===== src/rtl/wwd_pkg.sv =====
package wwd_pkg;
  // register offsets (refresh, variable refresh, reference, mode)
  localparam logic [3:0] OFF_FIX  = 4'h0;
  localparam logic [3:0] OFF_VAR  = 4'h4;
  localparam logic [3:0] OFF_REF  = 4'h8;
  localparam logic [3:0] OFF_MODE = 4'hC;

  // mode byte field positions
  localparam int MODE_W      = 7;
  localparam int M_OVF_LO    = 4;
  localparam int M_WIE       = 3;
  localparam int M_ERRMODE   = 2;
  localparam int M_WS_LO     = 0;

  localparam logic [7:0] ACT_CODE = 8'hAC;
endpackage


===== src/rtl/wwd_counter.sv =====
module wwd_counter #(
  parameter int BASE_LOG2 = 9,
  parameter int OVF_W     = 3,
  parameter int CNT_W     = BASE_LOG2 + (1 << OVF_W) - 1
) (
  input  logic             clk,
  input  logic             rst,
  input  logic             run,
  input  logic             clear,
  input  logic [OVF_W-1:0] ovf,
  input  logic [1:0]       ws,
  output logic             at_last,
  output logic             at_start,
  output logic             win_open
);
  logic [CNT_W-1:0] cnt_q;
  logic [CNT_W:0]   span;
  logic [CNT_W:0]   quarter;
  logic [CNT_W:0]   starts [4];
  logic [CNT_W:0]   wstart;
  logic [CNT_W-1:0] last;

  always_comb begin
    span    = {{CNT_W{1'b0}}, 1'b1} << (BASE_LOG2 + int'(ovf));
    quarter = span >> 2;
    last    = span[CNT_W-1:0] - 1'b1;
  end

  // one candidate window start per encoding
  for (genvar g = 0; g < 4; g++) begin : g_start
    assign starts[g] = quarter * (CNT_W+1)'(g);
  end

  assign wstart   = starts[ws];
  assign at_last  = (cnt_q == last);
  assign at_start = ({1'b0, cnt_q} == wstart);
  assign win_open = ({1'b0, cnt_q} >= wstart);

  always_ff @(posedge clk) begin
    if (rst || !run)         cnt_q <= '0;
    else if (clear || at_last) cnt_q <= '0;
    else                     cnt_q <= cnt_q + 1'b1;
  end
endmodule


===== src/rtl/wwd_code_check.sv =====
module wwd_code_check #(
  parameter int ADDR_W = 4,
  parameter int DATA_W = 8
) (
  input  logic              wr_en,
  input  logic [ADDR_W-1:0] addr,
  input  logic [DATA_W-1:0] wdata,
  input  logic              varmode,
  input  logic [DATA_W-1:0] ref_val,
  input  logic              win_open,
  output logic              refresh_ok,
  output logic              code_err
);
  import wwd_pkg::*;

  logic              hit_fix, hit_var;
  logic [DATA_W-1:0] var_code;

  assign hit_fix  = wr_en && (addr == ADDR_W'(OFF_FIX));
  assign hit_var  = wr_en && (addr == ADDR_W'(OFF_VAR));
  assign var_code = DATA_W'(ACT_CODE) - ref_val;

  always_comb begin
    refresh_ok = 1'b0;
    code_err   = 1'b0;
    if (hit_fix) begin
      if (varmode || wdata != DATA_W'(ACT_CODE) || !win_open) code_err = 1'b1;
      else refresh_ok = 1'b1;
    end else if (hit_var) begin
      if (!varmode || wdata != var_code || !win_open) code_err = 1'b1;
      else refresh_ok = 1'b1;
    end
  end
endmodule


===== src/rtl/wwd_lfsr.sv =====
module wwd_lfsr #(
  parameter int           W    = 8,
  parameter logic [W-1:0] TAPS = 8'hB8,
  parameter logic [W-1:0] SEED = 8'h5A
) (
  input  logic         clk,
  input  logic         rst,
  input  logic         adv,
  output logic [W-1:0] q
);
  logic fb;
  assign fb = ^(q & TAPS);

  always_ff @(posedge clk) begin
    if (rst)      q <= SEED;
    else if (adv) q <= {q[W-2:0], fb};
  end
endmodule


===== src/rtl/wwd_top.sv =====
module wwd_top #(
  parameter int         ADDR_W    = 4,
  parameter int         DATA_W    = 8,
  parameter int         BASE_LOG2 = 9,
  parameter int         OVF_W     = 3,
  parameter logic [7:0] REF_SEED  = 8'h5A
) (
  input  logic              clk,
  input  logic              rst,
  input  logic              en_strap,
  input  logic              varcode_strap,
  input  logic              wr_en,
  input  logic [ADDR_W-1:0] addr,
  input  logic [DATA_W-1:0] wdata,
  output logic [DATA_W-1:0] rdata,
  output logic              rst_req,
  output logic              err_irq,
  output logic              win_irq
);
  import wwd_pkg::*;

  localparam int CNT_W = BASE_LOG2 + (1 << OVF_W) - 1;

  logic [MODE_W-1:0] mode_q;
  logic              locked_q;
  logic [DATA_W-1:0] ref_q;
  logic              at_last, at_start, win_open;
  logic              refresh_ok, code_err;
  logic              refresh, fault;

  wire [OVF_W-1:0] m_ovf  = mode_q[M_OVF_LO +: OVF_W];
  wire [1:0]       m_ws   = mode_q[M_WS_LO +: 2];
  wire             m_wie  = mode_q[M_WIE];
  wire             m_emod = mode_q[M_ERRMODE];

  wwd_counter #(.BASE_LOG2(BASE_LOG2), .OVF_W(OVF_W), .CNT_W(CNT_W)) u_cnt (
    .clk(clk), .rst(rst), .run(en_strap), .clear(refresh | fault),
    .ovf(m_ovf), .ws(m_ws),
    .at_last(at_last), .at_start(at_start), .win_open(win_open)
  );

  wwd_code_check #(.ADDR_W(ADDR_W), .DATA_W(DATA_W)) u_chk_code (
    .wr_en(wr_en), .addr(addr), .wdata(wdata), .varmode(varcode_strap),
    .ref_val(ref_q), .win_open(win_open),
    .refresh_ok(refresh_ok), .code_err(code_err)
  );

  wwd_lfsr #(.W(DATA_W), .TAPS(DATA_W'(8'hB8)), .SEED(DATA_W'(REF_SEED))) u_lfsr (
    .clk(clk), .rst(rst), .adv(refresh), .q(ref_q)
  );

  assign refresh = en_strap && refresh_ok;
  assign fault   = en_strap && (code_err || (at_last && !refresh_ok));

  always_ff @(posedge clk) begin
    if (rst) begin
      mode_q   <= '0;
      locked_q <= 1'b0;
      rst_req  <= 1'b0;
      err_irq  <= 1'b0;
      win_irq  <= 1'b0;
      rdata    <= '0;
    end else begin
      if (wr_en && addr == ADDR_W'(OFF_MODE) && !locked_q)
        mode_q <= wdata[MODE_W-1:0];
      if (refresh) locked_q <= 1'b1;
      rst_req <= fault && !m_emod;
      if (fault && m_emod) err_irq <= 1'b1;
      win_irq <= en_strap && m_wie && at_start;
      if (addr == ADDR_W'(OFF_REF))       rdata <= ref_q;
      else if (addr == ADDR_W'(OFF_MODE)) rdata <= DATA_W'(mode_q);
      else                                rdata <= '0;
    end
  end
endmodule


===== config.mk =====
export PLATFORM = sky130hd
export DESIGN_NAME = wwd_top
export DESIGN_NICKNAME = d
export VERILOG_FILES = /design/src/rtl/wwd_pkg.sv /design/src/rtl/wwd_counter.sv /design/src/rtl/wwd_code_check.sv /design/src/rtl/wwd_lfsr.sv /design/src/rtl/wwd_top.sv
export SDC_FILE = /design/constraint.sdc
export NUM_CORES = 1
export LEC_CHECK = 0
export ABC_CLOCK_PERIOD_IN_PS = 13600
export BUFFER_PORTS_ARGS = -buffer_cell sky130_fd_sc_hd__buf_4
export CAP_MARGIN = 20
export CORE_MARGIN = 3
export CORE_UTILIZATION = 60
export CTS_CLUSTER_DIAMETER = 100
export DETAILED_ROUTE_END_ITERATION = 10
export PLACE_DENSITY = 0.89
export SLEW_MARGIN = 25
export SYNTH_ARGS = -nofsm -noshare
export SYNTH_HDL_FRONTEND = slang
export SYNTH_HIERARCHICAL = 1
export SYNTH_SLANG_ARGS = --single-unit
export TNS_END_PERCENT = 1

===== constraint.sdc =====
create_clock -name clk -period 13.6 [get_ports clk]
set_input_delay 3.4 -clock clk [delete_from_list [all_inputs] [get_ports clk]]
set_output_delay 3.4 -clock clk [all_outputs]
set_load 0.01 [all_outputs]

==> summary.txt, run 1 <==
Detail Route Antenna Nets -> 0
Final min period -> 7670 ps
Hold Path Origin -> mode_q[2]$_SDFFE_PP0P_
DR pass1 iterations -> 8
Syn. warnings -> 6
grt total ovfl -> 0
layout cells sized above 1 -> 0.0975
post-synthesis async set-or-reset flop share -> 0
Worst Hold End -> rst_req$_SDFF_PP0_
critical path required time -> 13820 ps
nature of the critical path endpoint -> register
Final Skew -> 6.79 ps
Tot GR Track Use -> 0.276
buffers added on ports -> 27
Layout Cells excl Fill -> 650
Post-synth EDFFs -> 0
Design Area, Final -> 0.00463 mm²
Util after Layout -> 0.678
cell mode on critical path -> ha_1
Worst Setup Start Kind -> register
Placed Cells -> 643
leading cell type in the layout, fill and taps excluded -> nor2_1
power per standard cell area -> 52.1 mW/mm²
buffer depth of the longest clock path -> 2
Clock transition at path regs -> 80 ps
Max Cap Viol -> 0
Seq/Total Area, Yosys -> 0.203
Layout area overhead -> 9.04%
Cells after Synth -> 520
cts repair resizes -> 0
setup_tns -> 0 ps
Row Count -> 30
drt wl/cell -> 17.3 µm
die width -> 90.2 µm
antenna violations before repair -> 0
fin crit share -> 0.564
vias per cell -> 6.30
CTS tree -> built
Final Wtd Congestion -> 0.973
TritonCTS buffer count -> 5
Synth Flop Type -> dfxtp_1
Setup Fix Bufs, Post-CTS -> 0
initial core utilization -> 0.622
vias in the first global route -> 3828
WHS -> 485 ps
largest net degree at the start of global routing -> 29
Setup Crit Path Kind -> reg2reg
Hold-fix buffers, CTS -> 0
Clock Sinks -> 43
WHS Path Cells -> 1
n_diodes -> 0
post-synthesis cell area -> 0.00425 mm²
first-pass GRT wire length -> 18500 µm
Reg2Reg Depth -> 29
Final Hold Viols -> 0
violated checks -> DRC
Yosys reg bits -> 43
Post-Route WL -> 11200 µm
RR Startpoint -> mode_q[4]$_SDFFE_PP0P_
Worst-Margin Slew -> 887 ps
CP Max Fanout -> 22
DP Area -> 0.00454 mm²
Hold WC Path Type -> reg2reg
Die Area -> 0.00813 mm²
main area contributors after synthesis -> dfxtp_1 (20%), ha_1 (14%), xnor2_1 (5.4%)
final setup fails -> 0
end of the worst register-to-register path -> u_cnt/cnt_q[8]$_SDFF_PP0_
Vias -> 4097
post-synth top area cell -> dfxtp_1
status -> complete, but fails checks
Slew HR -> 0.403
Core ar. -> 0.00683 mm²
Synth top area share -> 0.203
Lkg Pwr -> 1.93 nW
die height -> 90.2 µm
Crit-path slowest cell -> nor4_1
syn_area_per_cell -> 8.17 µm²
Critical Path AT -> 7890 ps
commonest non-fill, non-tap cells in the layout -> nor2_1 (53), ha_1 (49), dfxtp_1 (43)
H-Tree Depth -> 2
I/O pin cnt -> 28
register-to-register setup slack -> 5930 ps
Post-route DRC -> 1
nets@finish -> 621
highest ir drop seen on vdd -> 0.0000533 V
detailed placement HPWL -> 8520 µm
library cells used by synthesis -> 73
RSZ-0062 raised after global routing -> no
Slew Limit Fails -> 0
highest clock rate -> 0.130 GHz
CTS Root Buffer Type -> clkbuf_8
initial DRC count -> 426
CP max stage delay -> 820 ps
Worst-Skew Late Latency -> 290 ps
-- routing by layer --
metal  share of wire  track usage  up-vias
met1            0.42        0.370     1920
met2            0.47        0.449      219
met3           0.079       0.0435       35
li1                -            -     1923
met4           0.027       0.0969        0
met5               0            0        -
-- kinds of logic after synthesis --
group                      synth area share
buffers and inverters                0.0492
other                               0.00177
AOI/OAI and AO/OA                     0.197
muxes                                0.0309
DFF                                   0.203
and+or+nand+nor                       0.269
xor gates and xnor gates              0.101
adders and majority gates             0.149
-- critical path: cells and delay by family (launching register included) --
| family | cells | cell delay [ps] |
|---|---|---|
| mux | 1 | 100 |
| fa+ha+maj | 3 | 1130 |
| buf+inv | 2 | 440 |
| compound gates | 7 | 1710 |
| simple gates | 16 | 3400 |
| flops | 1 | 810 |
-- area by class of cell --
class                           instances  area, µm²
Multi-Input combinational cell        450       3270
Fill cell                             557       2200
Sequential cell                        43        861
Timing Repair Buffer                   27        203
Tap cell                               96        120
Inverter                               27        101
Clock buffer                            5       68.8
Clock inverter                          2       13.8
-- through the flow --
step	total power, mW	setup WS [ps]
after floorplan	0.154	7300
after global placement	0.163	6740
after detailed placement	0.164	6180
after CTS	0.240	6110
after global routing	0.251	5080
final	0.241	5930
-- flip-flops by register name, indices dropped and copies added (netlist names) --
register     count
rdata            8
u_cnt/cnt_q     16
rst_req          1
err_irq          1
win_irq          1
u_lfsr/q         8
mode_q           7
locked_q         1
-- synthesized netlist by cell type, types with 7 or more instances --
library cell,n
a211o_1,7
inv_1,27
nand2b_1,23
a22o_1,7
o21ai_0,28
ha_1,49
nor2_1,53
buf_2,8
clkbuf_1,7
nor2b_1,13
nand2_1,27
and3_1,7
xnor2_1,26
xor2_1,23
mux2i_1,12
nand4_1,11
a21oi_1,23
dfxtp_1,43
nor3_1,10
nand3_1,16
-- report_power, final --
| part | switching (mW) | internal (mW) |
|---|---|---|
| sequential | 0.00173 | 0.127 |
| clock | 0.0421 | 0.0351 |
| combinational | 0.0201 | 0.0156 |
| total | 0.0639 | 0.177 |
-- worst max-delay path by stage --
stage / from / endpoint / cells past startpoint
after global routing: mode_q[4]$_SDFFE_PP0P_ / u_cnt/cnt_q[8]$_SDFF_PP0_ / 29
after CTS: mode_q[4]$_SDFFE_PP0P_ / u_cnt/cnt_q[8]$_SDFF_PP0_ / 29
after floorplan: mode_q[4]$_SDFFE_PP0P_ / u_cnt/cnt_q[11]$_SDFF_PP0_ / 32
after global placement: mode_q[4]$_SDFFE_PP0P_ / u_cnt/cnt_q[15]$_SDFF_PP0_ / 29
after detailed placement: mode_q[4]$_SDFFE_PP0P_ / u_cnt/cnt_q[13]$_SDFF_PP0_ / 29
final: mode_q[4]$_SDFFE_PP0P_ / u_cnt/cnt_q[8]$_SDFF_PP0_ / 29
Note: power is estimated with default switching activity, not from simulation.
==> run 2, diff against run 1 <==
--- a/config.mk
+++ b/config.mk
@@ -5,7 +5,8 @@
 export SDC_FILE = /design/constraint.sdc
 export NUM_CORES = 1
 export LEC_CHECK = 0
-export ABC_CLOCK_PERIOD_IN_PS = 13600
+export ABC_AREA = 1
+export ABC_CLOCK_PERIOD_IN_PS = 8000
 export BUFFER_PORTS_ARGS = -buffer_cell sky130_fd_sc_hd__buf_4
 export CAP_MARGIN = 20
 export CORE_MARGIN = 3
==> constraint.sdc (replaced) <==
create_clock -name clk -period 8 [get_ports clk]
set_input_delay 2 -clock clk [delete_from_list [all_inputs] [get_ports clk]]
set_output_delay 2 -clock clk [all_outputs]
set_load 0.01 [all_outputs]
==> summary.txt, run 2 <==
grt total ovfl -> 0 (unchanged)
DR pass1 iterations -> 8 (unchanged)
Setup Fix Bufs, Post-CTS -> 0 (unchanged)
drt wl/cell -> 14.1 µm (-18%)
die width -> 93.4 µm (+3.6%)
power per standard cell area -> 95.0 mW/mm² (+82%)
Detail Route Antenna Nets -> 0 (unchanged)
top register by number of flip-flops -> u_cnt/cnt_q
CP top delay family -> simple AND/OR/NAND/NOR gates
Syn. warnings -> 6 (unchanged)
Hold WC Path Type -> reg2reg
biggest regs -> u_cnt/cnt_q x16, rdata x8, u_lfsr/q x8
setup_tns -> 0 ps (unchanged)
max reg flops -> 16 (unchanged)
Clock transition at path regs -> 90 ps (about the same)
Slew HR -> 0.632 (+0.229)
Final Wtd Congestion -> 1.07 (+9.7%)
Clock Sinks -> 43 (unchanged)
Post-Route WL -> 13000 µm (+15%)
Final min period -> 5330 ps (-2340 ps)
pre-CTS WS -> 2810 ps (-3370 ps)
Max Cap Viol -> 0 (unchanged)
RR Startpoint -> mode_q[4]$_SDFFE_PP0P_
cts repair resizes -> 0 (unchanged)
antenna violations before repair -> 1 (+1)
Lkg Pwr -> 2.65 nW (+38%)
highest clock rate -> 0.187 GHz (+44%)
commonest non-fill, non-tap cells in the layout -> nand2_1 (207), inv_1 (139), nor2_1 (91)
library cells used by synthesis -> 42 (-42%)
initial DRC count -> 481 (+13%)
synth cell count leaders -> nand2_1 (207), inv_1 (139), nor2_1 (91), nand3_1 (70), ha_1 (49)
Post-route DRC -> 0 (-1)
n_diodes -> 0 (unchanged)
cell mode on critical path -> nand2_1
Worst-Skew Late Latency -> 300 ps (about the same)
leading cell type in the layout, fill and taps excluded -> nand2_1
critical path required time -> 8230 ps (-5590 ps)
Layout area overhead -> 10.6%
post-synthesis cell area -> 0.00459 mm² (+8.0%)
Vias -> 5012 (+22%)
Total Power -> 482 µW (+100%)
initial core utilization -> 0.626 (+0.00373)
Cells after Synth -> 769 (+48%)
final setup fails -> 0 (unchanged)
Worst Setup Start Kind -> register
CP Max Fanout -> 16 (-27%)
first-pass GRT wire length -> 21300 µm (+15%)
vias in the first global route -> 4627 (+21%)
CP max stage delay -> 420 ps (-400 ps)
Seq/Total Area, Yosys -> 0.188 (-0.0149)
Synth top area share -> 0.188 (-0.0149)
Synth Flop Type -> dfxtp_1
vias per cell -> 5.47 (-13%)
nets@finish -> 884 (+42%)
Final Skew -> 6.57 ps (-0.217 ps)
buffers added on ports -> 27 (unchanged)
buffer depth of the longest clock path -> 2 (unchanged)
I/O pin cnt -> 28 (unchanged)
post-synthesis async set-or-reset flop share -> 0 (unchanged)
Slew Limit Fails -> 0 (unchanged)
Crit-path slowest cell -> ha_1
Crit. Startpoint -> mode_q[4]$_SDFFE_PP0P_
Die Area -> 0.00873 mm² (+7.4%)
WHS -> 477 ps (-8.45 ps)
Yosys reg bits -> 43 (unchanged)
Hold Path Origin -> err_irq$_SDFFE_PP0P_
Hold-fix buffers, CTS -> 0 (unchanged)
fin crit share -> 0.667 (+0.103)
Critical Path AT -> 5570 ps (-2320 ps)
Worst-Margin Slew -> 547 ps (-340 ps)
fillcell total -> 659 (+18%)
Setup WS post-layout -> 2670 ps (-3260 ps)
Core ar. -> 0.00733 mm² (+7.3%)
syn_area_per_cell -> 5.96 µm² (-27%)
main area contributors after synthesis -> dfxtp_1 (19%), nand2_1 (17%), ha_1 (13%)
RSZ-0062 raised after global routing -> no
layout cells sized above 1 -> 0.0746 (-0.0229)
detailed placement HPWL -> 10600 µm (+24%)
TritonCTS buffer count -> 5 (unchanged)
die height -> 93.4 µm (+3.6%)
post-synth top area cell -> dfxtp_1
largest net degree at the start of global routing -> 17 (-41%)
H-Tree Depth -> 2 (unchanged)
CTS tree -> built
Row Count -> 31 (+3.3%)
Post-synth EDFFs -> 0 (unchanged)
buffer and inverter count on the worst path -> 5 (+3)
Setup Crit Path Kind -> reg2reg
Final Hold Viols -> 0 (unchanged)
CTS Root Buffer Type -> clkbuf_8
Tot GR Track Use -> 0.304 (+0.0280)
highest ir drop seen on vdd -> 0.0000861 V (+62%)
leading cell type by number of instances after synthesis -> nand2_1
nature of the critical path endpoint -> register
status -> finished clean
-- run 2: cell type report --
type / instances / area (µm²) / share of cell area
inverters: 145 / 544 / 0.107
multi-input cells: 595 / 3220 / 0.635
well taps: 99 / 124 / 0.0244
repair buffers: 27 / 203 / 0.0400
flip-flops and latches: 43 / 861 / 0.170
clock inverters: 2 / 38.8 / 0.00765
clock buffers: 6 / 82.6 / 0.0163
-- run 2: worst reg2reg max path: cells and delay by family, from the launching register on --
kind | cells | cell delay (ps)
compound gates | 6 | 1160
buf+inv | 5 | 300
fa+ha+maj | 3 | 950
flops | 1 | 370
simple gates | 23 | 2490
-- run 2: cells by family after synthesis --
| logic type | count (synthesis) | synth area share |
|---|---|---|
| adder cells (fa/ha/maj) | 50 | 0.138 |
| AO/OA/AOI/OAI | 76 | 0.0971 |
| AND/OR/NAND/NOR | 425 | 0.405 |
| flip-flops | 43 | 0.188 |
| other | 2 | 0.00164 |
| XOR/XNOR | 23 | 0.0439 |
| buffers and inverters | 150 | 0.126 |
-- run 2: worst paths after layout --
kind | cells after the start | end | slack, ps
max | 37 | u_cnt/cnt_q[9]$_SDFF_PP0_ | 2670
min | 2 | err_irq$_SDFFE_PP0P_ | 480
max reg2reg | 37 | u_cnt/cnt_q[9]$_SDFF_PP0_ | 2670
min reg2reg | 2 | err_irq$_SDFFE_PP0P_ | 480
-- run 2: per-layer routing --
metal,GRT usage,part of all wire
met4,0.0940,0.019
met5,0,0
met1,0.425,0.45
met3,0.0660,0.088
met2,0.463,0.44
-- run 2: metrics by stage --
step	utilization	instances	instance area, µm²
4_1_cts	0.692	917	5070
3_3_place_gp	0.675	909	4950
3_5_place_dp	0.675	909	4950
2_1_floorplan	-	788	4660
6_report	0.692	917	5070
5_1_grt	0.692	917	5070
-- run 2: where the power goes --
part / internal [mW] / switching, mW
Sequential: 0.216 / 0.00262
Combinational: 0.0295 / 0.0521
Clock: 0.103 / 0.0792
==> run 3, diff against run 2 <==
--- a/config.mk
+++ b/config.mk
@@ -6,14 +6,14 @@
 export NUM_CORES = 1
 export LEC_CHECK = 0
 export ABC_AREA = 1
-export ABC_CLOCK_PERIOD_IN_PS = 8000
+export ABC_CLOCK_PERIOD_IN_PS = 4660
 export BUFFER_PORTS_ARGS = -buffer_cell sky130_fd_sc_hd__buf_4
 export CAP_MARGIN = 20
 export CORE_MARGIN = 3
-export CORE_UTILIZATION = 60
+export CORE_UTILIZATION = 57
 export CTS_CLUSTER_DIAMETER = 100
 export DETAILED_ROUTE_END_ITERATION = 10
-export PLACE_DENSITY = 0.89
+export PLACE_DENSITY = 0.88
 export SLEW_MARGIN = 25
 export SYNTH_ARGS = -nofsm -noshare
 export SYNTH_HDL_FRONTEND = slang
==> constraint.sdc (replaced) <==
create_clock -name clk -period 4.66 [get_ports clk]
set_input_delay 1.165 -clock clk [delete_from_list [all_inputs] [get_ports clk]]
set_output_delay 1.165 -clock clk [all_outputs]
set_load 0.01 [all_outputs]
==> summary.txt, run 3 (synthesized netlist as in run 2, its figures left out) <==
Hold Path Origin -> err_irq$_SDFFE_PP0P_
highest ir drop seen on vdd -> 0.000157 V (+82%)
Crit-path slowest cell -> nor4_1
CP top delay family -> simple AND/OR/NAND/NOR gates
Final Skew -> 7.10 ps (+0.530 ps)
Slew HR -> 0.660 (+0.0277)
CP max stage delay -> 460 ps (+40 ps)
fin crit share -> 1.02 (+0.354)
Worst-Skew Late Latency -> 300 ps (about the same)
Critical Path AT -> 4990 ps (-580 ps)
setup_tns -> -1360 ps (-1360 ps)
Clock transition at path regs -> 90 ps (about the same)
CTS tree -> built
layout cells sized above 1 -> 0.190 (+0.115)
detailed placement HPWL -> 10800 µm (+2.4%)
WHS Path Cells -> 2 (unchanged)
Final min period -> 4760 ps (-575 ps)
leading cell type in the layout, fill and taps excluded -> nand2_1
WHS -> 481 ps (+4.81 ps)
H-Tree Depth -> 2 (unchanged)
DR pass1 iterations -> 5 (-3)
Layout area overhead -> 23.6%
Final Hold Viols -> 0 (unchanged)
violated checks -> setup timing
n_diodes -> 0 (unchanged)
initial core utilization -> 0.591 (-0.0352)
Hold-fix buffers, CTS -> 0 (unchanged)
CP Max Fanout -> 8 (-8)
Worst Hold End -> err_irq$_SDFFE_PP0P_
Detail Route Antenna Nets -> 0 (unchanged)
biggest regs -> u_cnt/cnt_q x16, rdata x8, u_lfsr/q x8
vias in the first global route -> 4684 (+1.2%)
die width -> 95.7 µm (+2.4%)
RR Startpoint -> mode_q[5]$_SDFFE_PP0P_
I/O pin cnt -> 28 (unchanged)
Core ar. -> 0.00777 mm² (+6.0%)
commonest non-fill, non-tap cells in the layout -> nand2_1 (190), inv_1 (130), nor2_1 (79)
Vias -> 5242 (+4.6%)
power per standard cell area -> 148 mW/mm² (+56%)
Max Cap Viol -> 0 (unchanged)
drt wl/cell -> 14.7 µm (+3.7%)
Post-Route WL -> 13900 µm (+7.5%)
nets@finish -> 914 (+3.4%)
grt total ovfl -> 0 (unchanged)
Lkg Pwr -> 2.82 nW (+6.4%)
Clock Sinks -> 43 (unchanged)
Die Area -> 0.00916 mm² (+4.9%)
max reg flops -> 16 (unchanged)
vias per cell -> 5.52 (+0.96%)
buffers added on ports -> 27 (unchanged)
critical path required time -> 4900 ps (-3330 ps)
end of the worst register-to-register path -> u_cnt/cnt_q[2]$_SDFF_PP0_
buffer and inverter count on the worst path -> 5 (unchanged)
top register by number of flip-flops -> u_cnt/cnt_q
Row Count -> 32 (+3.2%)
CTS Root Buffer Type -> clkbuf_8
Final Wtd Congestion -> 1.02 (-4.0%)
TritonCTS buffer count -> 5 (unchanged)
RSZ-0062 raised after global routing -> yes
first-pass GRT wire length -> 21600 µm (+1.7%)
nature of the critical path endpoint -> register
Hold WC Path Type -> reg2reg
Reg2Reg Depth -> 33 (-11%)
Setup WS post-layout -> -98.5 ps (-2770 ps)
initial DRC count -> 443 (-7.9%)
Worst Setup Start Kind -> register
die height -> 95.7 µm (+2.4%)
Tot GR Track Use -> 0.297 (-0.00653)
highest clock rate -> 0.210 GHz (+12%)
Setup Crit Path Kind -> reg2reg
buffer depth of the longest clock path -> 2 (unchanged)
register-to-register setup slack -> -100 ps (-2770 ps)
status -> complete, but fails checks
largest net degree at the start of global routing -> 17 (unchanged)
fillcell total -> 671 (+1.8%)
Worst-Margin Slew -> 509 ps (-38.0 ps)
Post-route DRC -> 0 (unchanged)
Slew Limit Fails -> 0 (unchanged)
final setup fails -> 16 (+16)
antenna violations before repair -> 0 (-1)
## run 3: cell count changes in the layout (fill, tap and decap cells not counted), moves of 6 or more
cell     change
buf_4       +28
nand2_1     -17
nand2_2     +14
ha_1        -12
ha_4        +12
nor2_1      -12
inv_1        -9
inv_2        +8
nor2_2       +8
a21oi_1      -7
a21oi_2      +6
## run 3: per-stage QoR
stage,setup WS [ps],util,std cells,area [µm²],total power [mW]
2_1_floorplan,179,-,788,4660,0.476
3_3_place_gp,-71.2,0.659,934,5120,0.519
3_5_place_dp,-240,0.659,934,5120,0.520
4_1_cts,2.30,0.692,944,5380,0.826
5_1_grt,-454,0.730,950,5670,0.879
6_report,-98.5,0.730,950,5670,0.840
## run 3: worst max path at each step
| stage | startpoint | end | slack [ps] | depth (start not counted) |
|---|---|---|---|---|
| after detailed placement | mode_q[4]$_SDFFE_PP0P_ | u_cnt/cnt_q[2]$_SDFF_PP0_ | -240 | 38 |
| after floorplan | mode_q[4]$_SDFFE_PP0P_ | u_cnt/cnt_q[10]$_SDFF_PP0_ | 180 | 39 |
| after global routing | mode_q[5]$_SDFFE_PP0P_ | u_cnt/cnt_q[1]$_SDFF_PP0_ | -450 | 33 |
| after global placement | mode_q[4]$_SDFFE_PP0P_ | u_cnt/cnt_q[7]$_SDFF_PP0_ | -70 | 38 |
| after CTS | mode_q[5]$_SDFFE_PP0P_ | u_cnt/cnt_q[2]$_SDFF_PP0_ | 2 | 38 |
| final | mode_q[5]$_SDFFE_PP0P_ | u_cnt/cnt_q[2]$_SDFF_PP0_ | -100 | 33 |
## run 3: cell type report
cell class,instances,area (µm²),share of cell area
Sequential cell,43,867,0.153
Timing Repair Buffer,56,424,0.0748
Multi-Input combinational cell,596,3590,0.633
Clock buffer,5,68.8,0.0121
Tap cell,102,128,0.0225
Clock inverter,3,46.3,0.00816
Inverter,145,547,0.0964
## run 3: what timing repair did
| item | in CTS | in global routing |
|---|---|---|
| buffers inserted | 1 | 6 |
| cloned | 1 | 0 |
| setup endpoints to repair | 20 | 27 |
| pin swaps | 3 | 26 |
| gates resized for setup | 23 | 68 |
## run 3: tightest hold or removal path, stage by stage (launching register included)
cell and delay, ps:
dfxtp_1 320, nand2_1 70, nand2_1 50
## run 3: routing by layer
layer	up-vias	part of all wire	GRT usage
li1	2580	-	-
met1	2383	0.44	0.413
met2	233	0.45	0.466
met3	46	0.082	0.0516
met4	0	0.029	0.0960
met5	-	0	0
## run 3: report_power, final
part	internal (mW)	switching, mW
registers	0.370	0.00418
clock network	0.162	0.141
logic	0.0628	0.101
